$ cat src/rtl/pec_pkg.sv
package pec_pkg;

    typedef enum logic [1:0] {
        ERR_PAR = 2'd0,
        ERR_PKT = 2'd1,
        ERR_OVF = 2'd2,
        ERR_INT = 2'd3
    } err_code_e;

    typedef struct packed {
        logic intl;
        logic ovf;
        logic par;
        logic pkt;
    } err_flags_t;

    // Ranking: internal, then overflow, then parity, then framing.
    function automatic err_code_e pick_code(input err_flags_t f);
        if (f.intl)      return ERR_INT;
        else if (f.ovf)  return ERR_OVF;
        else if (f.par)  return ERR_PAR;
        else             return ERR_PKT;
    endfunction

endpackage

$ cat src/rtl/pec_frame.sv
module pec_frame
    import pec_pkg::*;
#(
    parameter int DATA_W = 8,
    parameter int DEPTH  = 16
) (
    input  logic              clk,
    input  logic              rst_n,
    input  logic              in_valid,
    input  logic              in_sop,
    input  logic              in_eop,
    input  logic [DATA_W-1:0] in_data,
    input  logic              in_par,
    input  logic              in_force_err,
    output logic              wr_en,
    output logic              pkt_end,
    output logic              pkt_good,
    output logic              done_tgl,
    output logic              err_pulse,
    output logic [1:0]        err_code
);

    localparam int LEN_W = $clog2(DEPTH + 1);
    localparam logic [LEN_W-1:0] LEN_FULL = LEN_W'(DEPTH);
    localparam logic [LEN_W-1:0] LEN_ONE  = LEN_W'(1);

    typedef struct packed {
        logic             in_pkt;
        logic [LEN_W-1:0] len;
        err_flags_t       flags;
        logic             done;
        logic             pulse;
        err_code_e        code;
    } frame_st_t;

    frame_st_t  q, d;
    err_flags_t f;
    logic       par_bad;

    always_comb begin
        d        = q;
        d.pulse  = 1'b0;
        wr_en    = 1'b0;
        pkt_end  = 1'b0;
        pkt_good = 1'b0;
        par_bad  = (^in_data) ^ in_par;
        f        = q.flags;
        if (in_valid) begin
            if (!q.in_pkt) begin
                f      = '0;
                f.par  = par_bad;
                f.intl = in_force_err;
                if (in_sop) begin
                    wr_en = 1'b1;
                    if (in_eop) begin
                        pkt_end  = 1'b1;
                        pkt_good = ~|f;
                        d.done   = ~q.done;
                        d.pulse  = |f;
                        d.code   = (|f) ? pick_code(f) : q.code;
                    end else begin
                        d.in_pkt = 1'b1;
                        d.flags  = f;
                        d.len    = LEN_ONE;
                    end
                end else begin
                    // word outside any packet: reported alone, never completes
                    f.pkt   = 1'b1;
                    d.pulse = 1'b1;
                    d.code  = pick_code(f);
                end
            end else begin
                f.par  = f.par | par_bad;
                f.intl = f.intl | in_force_err;
                if (in_sop) begin
                    // stray start inside a packet: word discarded
                    f.pkt   = 1'b1;
                    d.flags = f;
                end else begin
                    if (q.len == LEN_FULL) begin
                        f.ovf = 1'b1;
                    end else begin
                        wr_en = 1'b1;
                        d.len = q.len + LEN_ONE;
                    end
                    if (in_eop) begin
                        pkt_end  = 1'b1;
                        pkt_good = ~|f;
                        d.done   = ~q.done;
                        d.pulse  = |f;
                        d.code   = (|f) ? pick_code(f) : q.code;
                        d.in_pkt = 1'b0;
                        d.flags  = '0;
                        d.len    = '0;
                    end else begin
                        d.flags = f;
                    end
                end
            end
        end
    end

    always_ff @(posedge clk) begin
        if (!rst_n) q <= '0;
        else        q <= d;
    end

    assign done_tgl  = q.done;
    assign err_pulse = q.pulse;
    assign err_code  = q.code;

    // the completion level only moves after an end-marked word
    a_r3_toggle_needs_eop: assert property (@(posedge clk) disable iff (!rst_n)
        (q.done != $past(q.done)) |-> $past(in_valid && in_eop));

    // a report strobe always follows an accepted word
    a_r9_pulse_after_word: assert property (@(posedge clk) disable iff (!rst_n)
        q.pulse |-> $past(in_valid));

endmodule

$ cat src/rtl/pec_buf.sv
module pec_buf #(
    parameter int DATA_W = 8,
    parameter int DEPTH  = 16
) (
    input  logic              clk,
    input  logic              rst_n,
    input  logic              wr_en,
    input  logic [DATA_W-1:0] wr_data,
    input  logic              wr_eop,
    input  logic              pkt_end,
    input  logic              pkt_good,
    input  logic              rd_en,
    output logic              have_data,
    output logic [DATA_W-1:0] rd_data,
    output logic              rd_eop
);

    localparam int ADDR_W = $clog2(DEPTH);
    localparam int PTR_W  = ADDR_W + 1;
    localparam logic [PTR_W-1:0] PTR_ONE = PTR_W'(1);
    localparam logic [PTR_W-1:0] PTR_CAP = PTR_W'(DEPTH);

    typedef struct packed {
        logic [PTR_W-1:0] wr;
        logic [PTR_W-1:0] cm;
        logic [PTR_W-1:0] rd;
    } ptr_st_t;

    ptr_st_t q, d;
    logic [DATA_W:0] mem [DEPTH];
    logic [PTR_W-1:0] wr_next;

    always_comb begin
        d       = q;
        wr_next = wr_en ? (q.wr + PTR_ONE) : q.wr;
        d.wr    = wr_next;
        if (pkt_end) begin
            if (pkt_good) d.cm = wr_next;
            else          d.wr = q.cm;
        end
        if (rd_en) d.rd = q.rd + PTR_ONE;
    end

    always_ff @(posedge clk) begin
        if (!rst_n) q <= '0;
        else        q <= d;
    end

    always_ff @(posedge clk) begin
        if (wr_en) mem[q.wr[ADDR_W-1:0]] <= {wr_eop, wr_data};
    end

    assign have_data = (q.cm != q.rd);
    assign {rd_eop, rd_data} = mem[q.rd[ADDR_W-1:0]];

    // writes never run more than DEPTH words ahead of the reader
    a_r6_no_overflow: assert property (@(posedge clk) disable iff (!rst_n)
        (q.wr - q.rd) <= PTR_CAP);

endmodule

$ cat src/rtl/pec_drain.sv
module pec_drain #(
    parameter int DATA_W = 8
) (
    input  logic              clk,
    input  logic              rst_n,
    input  logic              have_data,
    input  logic [DATA_W-1:0] rd_data,
    input  logic              rd_eop,
    output logic              rd_en,
    output logic              out_valid,
    output logic              out_sop,
    output logic              out_eop,
    output logic [DATA_W-1:0] out_data
);

    typedef struct packed {
        logic              valid;
        logic              sop;
        logic              eop;
        logic [DATA_W-1:0] data;
        logic              mid;
    } drain_st_t;

    drain_st_t q, d;

    always_comb begin
        d       = q;
        d.valid = have_data;
        rd_en   = have_data;
        if (have_data) begin
            d.data = rd_data;
            d.eop  = rd_eop;
            d.sop  = ~q.mid;
            d.mid  = ~rd_eop;
        end
    end

    always_ff @(posedge clk) begin
        if (!rst_n) q <= '0;
        else        q <= d;
    end

    assign out_valid = q.valid;
    assign out_sop   = q.sop;
    assign out_eop   = q.eop;
    assign out_data  = q.data;

    // a word right after a stored end marker opens a new packet
    a_r1_sop_follows_eop: assert property (@(posedge clk) disable iff (!rst_n)
        (q.valid && $past(q.valid && q.eop)) |-> q.sop);

endmodule

$ cat src/rtl/pec_top.sv
module pec_top #(
    parameter int DATA_W = 8,
    parameter int DEPTH  = 16
) (
    input  logic              clk,
    input  logic              rst_n,
    input  logic              in_valid,
    input  logic              in_sop,
    input  logic              in_eop,
    input  logic [DATA_W-1:0] in_data,
    input  logic              in_par,
    input  logic              in_force_err,
    output logic              out_valid,
    output logic              out_sop,
    output logic              out_eop,
    output logic [DATA_W-1:0] out_data,
    output logic              done_tgl,
    output logic              err_pulse,
    output logic [1:0]        err_code
);

    logic              wr_en, pkt_end, pkt_good;
    logic              rd_en, have_data, rd_eop;
    logic [DATA_W-1:0] rd_data;

    pec_frame #(.DATA_W(DATA_W), .DEPTH(DEPTH)) u_frame (
        .clk          (clk),
        .rst_n        (rst_n),
        .in_valid     (in_valid),
        .in_sop       (in_sop),
        .in_eop       (in_eop),
        .in_data      (in_data),
        .in_par       (in_par),
        .in_force_err (in_force_err),
        .wr_en        (wr_en),
        .pkt_end      (pkt_end),
        .pkt_good     (pkt_good),
        .done_tgl     (done_tgl),
        .err_pulse    (err_pulse),
        .err_code     (err_code)
    );

    pec_buf #(.DATA_W(DATA_W), .DEPTH(DEPTH)) u_buf (
        .clk       (clk),
        .rst_n     (rst_n),
        .wr_en     (wr_en),
        .wr_data   (in_data),
        .wr_eop    (in_eop),
        .pkt_end   (pkt_end),
        .pkt_good  (pkt_good),
        .rd_en     (rd_en),
        .have_data (have_data),
        .rd_data   (rd_data),
        .rd_eop    (rd_eop)
    );

    pec_drain #(.DATA_W(DATA_W)) u_drain (
        .clk       (clk),
        .rst_n     (rst_n),
        .have_data (have_data),
        .rd_data   (rd_data),
        .rd_eop    (rd_eop),
        .rd_en     (rd_en),
        .out_valid (out_valid),
        .out_sop   (out_sop),
        .out_eop   (out_eop),
        .out_data  (out_data)
    );

endmodule

$ cat config.mk
export PLATFORM = sky130hd
export DESIGN_NAME = pec_top
export DESIGN_NICKNAME = d
export VERILOG_FILES = /design/src/rtl/pec_pkg.sv /design/src/rtl/pec_frame.sv /design/src/rtl/pec_buf.sv /design/src/rtl/pec_drain.sv /design/src/rtl/pec_top.sv
export SDC_FILE = /design/constraint.sdc
export NUM_CORES = 1
export LEC_CHECK = 0
export ABC_AREA = 0
export BUFFER_PORTS_ARGS = -buffer_cell sky130_fd_sc_hd__buf_2
export CAP_MARGIN = 25
export CELL_PAD_IN_SITES_DETAIL_PLACEMENT = 0
export CELL_PAD_IN_SITES_GLOBAL_PLACEMENT = 2
export CORE_ASPECT_RATIO = 2
export CORE_MARGIN = 4
export CORE_UTILIZATION = 46
export DETAILED_ROUTE_END_ITERATION = 12
export GPL_TIMING_DRIVEN = 0
export PLACE_DENSITY = 0.84
export SETUP_SLACK_MARGIN = 0.3
export SYNTH_ARGS = -nofsm -noshare
export SYNTH_HDL_FRONTEND = slang
export SYNTH_HIERARCHICAL = 1
export SYNTH_SLANG_ARGS = --single-unit
$ cat constraint.sdc
create_clock -name clk -period 3.2 [get_ports clk]
set_input_delay 0.64 -clock clk [delete_from_list [all_inputs] [get_ports clk]]
set_output_delay 0.64 -clock clk [all_outputs]
set_load 0.02 [all_outputs]
Word level (Yosys, flattened, before mapping)
Memories as Yosys holds them, arrays and structs flattened. A register that Yosys moved wholly into a read port is not among the register bits. Cells that the tools add are included.

Add/subtract/negate cells: 3. Eq/ne operators: 9. Mux-type cells: 46. Bitwise gates (word level): 6. Reductions and logical operators: 15.

Operators with widths (number): $mux W4 (7); $mux W1 (24); $mux W10 (2); $add A5 B1 Y5 const B (3); $mux W5 (3); $mux W14 (1); $mux W6 (2); $mux W11 (1); $mux W2 (5); $reduce_and A5 Y1 (2); $reduce_and A4 Y1 (2); $reduce_xor A8 Y1 (1); $ne A2 B1 Y1 const B (3); $ne A2 B2 Y1 const B (3); $reduce_and A6 Y1 (1); $reduce_bool A2 Y1 (3); $eq A5 B5 Y1 const B (1); $ne A5 B5 Y1 (1); $reduce_or A4 Y1 (1); $mux W3 (1); $ne A3 B3 Y1 const B (1); $not A1 Y1 (3); $reduce_and A3 Y1 (1); $logic_not A1 Y1 (2); other kinds (4) (5).

Bits in registers: 41. Memory bits (writable): 144. Bits of input ports: 15. Output and inout port bits: 15. Word-level logic and storage cells: 97. Memories: 1.

Memory list: u_buf.mem (words 16, bits a word 9, rd ports 1, clocked after memory_dff 1, write ports 1, line pec_buf.sv:30) `logic [DATA_W:0] mem [DEPTH];`.

Longest topological paths before layout
Depth in word-level cells: 13. Gate-level depth with buffers: 12. Depth with buffers taken out: 11.

Cells and area by module
The synthesis kept the hierarchy.

By module, submodules not included: pec_buf (instances 1, cells an instance 325, area an instance 6412.4 µm², sequential area each 4704.5 µm²); pec_frame (instances 1, cells an instance 126, area an instance 988.4 µm², sequential area each 280.3 µm²); pec_drain (instances 1, cells an instance 48, area an instance 528.0 µm², sequential area each 240.2 µm²).

Least setup slack after synthesis
Ideal clock, no wire load.

Kind: input port to flip-flop. From: input in_data[2]. To: register u_buf/q[5] (netlist name). Setup time: 86 ps. Arrival: 2470 ps. Required time: 3114 ps. Path slack: 645 ps. Stages: 10. Buffers on the path: 1. Cell sequence: xnor2_1 xnor3_2 xnor2_4 nand3_1 o22ai_1 and2_1 and2_1 clkbuf_1 nor2_1 a211oi_1.

Cells in the longest elaborated chain, start to end: 10. Elaborated cells on any way between the ends: 14. Classes of those cells: 7 x mux; 2 x bitwise; 5 x reduce/logical.

RTL lines: start: declaration (line pec_top.sv:10) `input logic [DATA_W-1:0] in_data,`; $reduce_xor A8 Y1 * (line pec_frame.sv:46) `par_bad = (^in_data) ^ in_par;`; $xor A1 B1 Y1 * (line pec_frame.sv:46); $or A1 B1 Y1 (line pec_frame.sv:73) `f.par = f.par | par_bad;`; $reduce_or A4 Y1 (line pec_frame.sv:88) `pkt_good = ~|f;`; $logic_not A1 Y1 (line pec_frame.sv:88); $mux W1 (line pec_frame.sv:86) `if (in_eop) begin`; $mux W1 (line pec_frame.sv:75) `if (in_sop) begin`; $mux W1 * (line pec_frame.sv:49) `if (!q.in_pkt) begin`; $mux W1 * (line pec_frame.sv:48) `if (in_valid) begin`; via pkt_good (line pec_top.sv:22) `logic wr_en, pkt_end, pkt_good;`; $mux W5 *; end signal: assignment (line pec_buf.sv:45) `if (!rst_n) q <= '0;`; end signal: assignment (line pec_buf.sv:46) `else q <= d;`; end: declaration (line pec_buf.sv:29) `ptr_st_t q, d;`.

Mark *: on every way through the listed nets, which the timed path passes. The rest lies on a longest branch. A chain may end at the register's enable or synchronous reset.

Worst setup path after layout
From: input in_sop. To: memory u_buf/mem[2][0] (netlist name) (enable).

Cells in the longest elaborated chain, start to end: 5. Elaborated cells on any way between the ends: 6. Classes of those cells: 6 x mux.

RTL lines: start: declaration (line pec_top.sv:8) `input logic in_sop,`; $mux W1, on equally long branches (line pec_frame.sv:53, pec_frame.sv:75); $mux W1 * (line pec_frame.sv:49); $mux W1 * (line pec_frame.sv:48); via wr_en (line pec_top.sv:22); $mux W1 * (line pec_buf.sv:50) `if (wr_en) mem[q.wr[ADDR_W-1:0]] <= {wr_eop, wr_data};`; $mux W1 (implied by the code) * (line pec_buf.sv:50); end: declaration (line pec_buf.sv:30).

Marked as above.

==> impl_results.md <==
* Max capacitance violation total at 0
* Cell Count, Final, Fillers Out at around 770
* Switching Share at 24.8%
* Die Area at slightly below 20,000 um2
* GPL Wtd Cong at 0.796
* Wire length per cell at ~21 um
* Layout cells sized above 1 at between 20% and 30%
* Max_slew headroom at a little under three fifths
* Clk root buf: clkbuf_16
* I/O Pins at 30
* Max Fclk at between 300 and 400 MHz
* Synth area leader: edfxtp_1
* Initial antenna violation count at 0
* CP Capture Type: register
* First-pass GRT wire length at roughly 25 mm
* CTS resizes at 2
* FF-to-FF path depth at 8
* Crit-path max FO at 9
* Via/cell ratio at approximately 5.5
* FP Rows at 67
* Yosys top cell area share at between 50% and 60%
* # Post-CTS Setup Buffers at 0
* Startpoint class of the critical path: primary input
* #FFs+latches synth at 189
* Fin crit period at approximately 2700 ps
* Initial Util at 47.1%
* Lkg Pwr at around 3.1 nW
* Core area at 16,800 um2
* Final hold violations at 0
* Bufs on Longest Clock Path at 2
* Sequential share of the synthesized area at between 60% and 70%
* Post-DRT Antenna Nets at 0
* Number of clock sinks at around 190
* Detail Placement HPWL at between 10 and 15 mm
* WP data required at about 3300 ps
* Ys Warns at 6
* Via count at 4,244
* Worst-margin pin slew at 644 ps
* First-pass iteration count of the detailed router at 8
* HP Class: reg -> reg
* PD cells at 628 nW/um2
* # port buffers at 28
* Vias in the first global route at between 4,000 and 5,000
* Nets at 570
* Final Cycle Share at between 80% and 90%
* Finished Core Util at 52.8%
* DRC at 0
* WS Path Type: in -> reg
* Mapped Area at about 7900 um2
* Pwr Total at ~5.6 mW
* ANT cells at 0
* Combinational share of power at roughly 15%
* Outcome: finished clean
* Hold path depth at 2
* RR Endpoint: u_buf/mem[2][0]
* Mean Syn Cell Area at 15.9 um2
* Worst Path Arrival at between 2000 and 3000 ps
* Flop-to-flop setup slack at between 400 and 500 ps
* Worst Hold Launch: u_frame/err_code[0]
* Placed instance count at 734
* Die X-Extent at around 100 um
* Syn_nets at around 520
* Worst Hold Margin at 463 ps
* Pint at 4.20 mW
* Synth Flop Type: edfxtp_1
* Post-Synthesis Cells at 499
* Max IR drop VDD at around 0.4 mV
* TritonCTS buffer count at 17
* Largest net degree at the start of global routing at 21
* CTS tree: done
* Seq pwr share at 49.6%
* Switching power of the nets at about 1.4 mW
* Iter 0 DRT Violations at ~190
* Post-synth EDFFs at 144
* Setup violations, final at 0
* Reg2reg start: u_frame/q[8]
* Syn-to-layout area delta at 12.1%
* Crit path from: in_sop
* Total grt overflow at 0
* Hold buffer count at CTS at 0
* Max Slew Vio Count at 0
* Chip height at between 150 and 200 um
* Post-synth ARST share at 0%
* Final WL at approximately 16 mm
* Clock power share at a little over a third
* Unique masters post-synth at 54
* Unrepaired setup endpoints after global routing: true
* Worst Hold End: u_frame/err_code[0]
* # H-tree levels at 4
* Top cells by area, synth: edfxtp_1 55%, dfxtp_1 11%, mux4_2 5.7%
* Setup Skew at 11.8 ps
* Skew-Pair Late Insertion Delay at 440 ps
* CTS clk-pin slew, worst paths at around 60 ps
* GRT Util Overall at between 10% and 20%
-- routing by layer --
| metal | track usage, % | vias to the layer above | part of all wire (%) |
|---|---|---|---|
| met5 | 0 | - | 0 |
| met4 | 7.60 | 0 | 2.9 |
| met3 | 3.35 | 24 | 3.0 |
| met2 | 33.2 | 92 | 59 |
| met1 | 17.5 | 2139 | 35 |
| li1 | - | 1989 | - |
-- state kept, by name, indices dropped and copies added (netlist names), named ones only --
signal / cells
u_buf/mem: 144
u_buf/q: 15
u_drain/out_data: 8
u_drain/out_eop: 1
u_drain/out_sop: 1
u_drain/out_valid: 1
u_drain/q: 1
u_frame/done_tgl: 1
u_frame/err_code: 2
u_frame/err_pulse: 1
u_frame/q: 10
-- power by group through the flow --
| stage | Sequential (mW) | Combinational (mW) | Clock (mW) |
|---|---|---|---|
| global route | 2.78 | 0.926 | 2.09 |
| floorplan | 2.83 | 0.612 | 0 |
| CTS | 2.77 | 0.872 | 1.99 |
| detailed placement | 2.83 | 0.869 | 0 |
| global placement | 2.82 | 0.858 | 0 |
| finish | 2.77 | 0.857 | 1.95 |
-- Yosys cell counts, types with 2 or more instances --
cell type / instances
nand2_1: 23
nand4_1: 7
nand3_1: 3
edfxtp_1: 144
xnor2_1: 8
xor2_1: 12
inv_1: 11
clkbuf_1: 9
nor3_1: 3
o21ai_2: 2
mux2i_1: 12
a22oi_1: 19
nor2b_1: 13
dfxtp_1: 45
a211oi_1: 9
ha_1: 9
a31oi_1: 2
buf_2: 3
o211a_1: 2
mux4_2: 20
nand2b_1: 3
o21a_1: 2
mux4_1: 16
a21oi_1: 10
and2_1: 21
buf_6: 4
nor2_1: 37
o21ai_0: 12
buf_12: 2
buf_4: 12
-- through the flow --
step	TNS [ps]	cell area (um2)	worst slack [ps]
after floorplan	0	7930	645
after global placement	-348	8330	-64.1
after global routing	0	8890	286
after detailed placement	-618	8330	-83.7
final	0	8890	465
after CTS	0	8880	399
-- worst max-delay path by stage --
stage	slack, ps	endpoint	cells after the start
floorplan	640	u_buf/q[5]	10
global route	290	u_buf/q[5]	11
finish	470	u_buf/mem[2][0]	9
CTS	400	u_buf/mem[10][0]	8
global placement	-60	u_buf/q[11]	11
detailed placement	-80	u_buf/q[10]	11
-- placed cells by master (no fill, tap or decap), types with 13 or more instances in the layout --
master	instances
mux4_1	16
edfxtp_1	144
and2_1	21
nor2_1	37
nor2b_1	13
a22oi_1	19
clkbuf_16	17
nand2_1	23
mux4_2	20
dfxtp_1	45
buf_2	31
-- cell families after synthesis --
kind of cell | synth area share [%]
compound gates | 5.38
mux | 12.5
simple gates | 7.95
fa+ha+maj | 1.42
buf+inv | 3.79
flops | 65.9
xor+xnor | 3.06
-- critical path, cell delays in order --
cell,delay (ps)
buf_2,100
clkbuf_1,180
inv_1,220
nand2_1,140
o21ai_0,190
and2_1,140
clkbuf_1,340
nor3b_1,350
and2_1,490
-- area by class of cell --
type / instances / area (um2)
plain buffers: 34 / 262
well taps: 207 / 259
clock inverters: 14 / 120
multi-input cells: 265 / 2410
inverters: 11 / 41.3
repair buffers: 28 / 140
clock buffers: 18 / 429
flip-flops and latches: 189 / 5230
fillers: 1376 / 7960
Note: power is estimated with default switching activity, not from simulation.
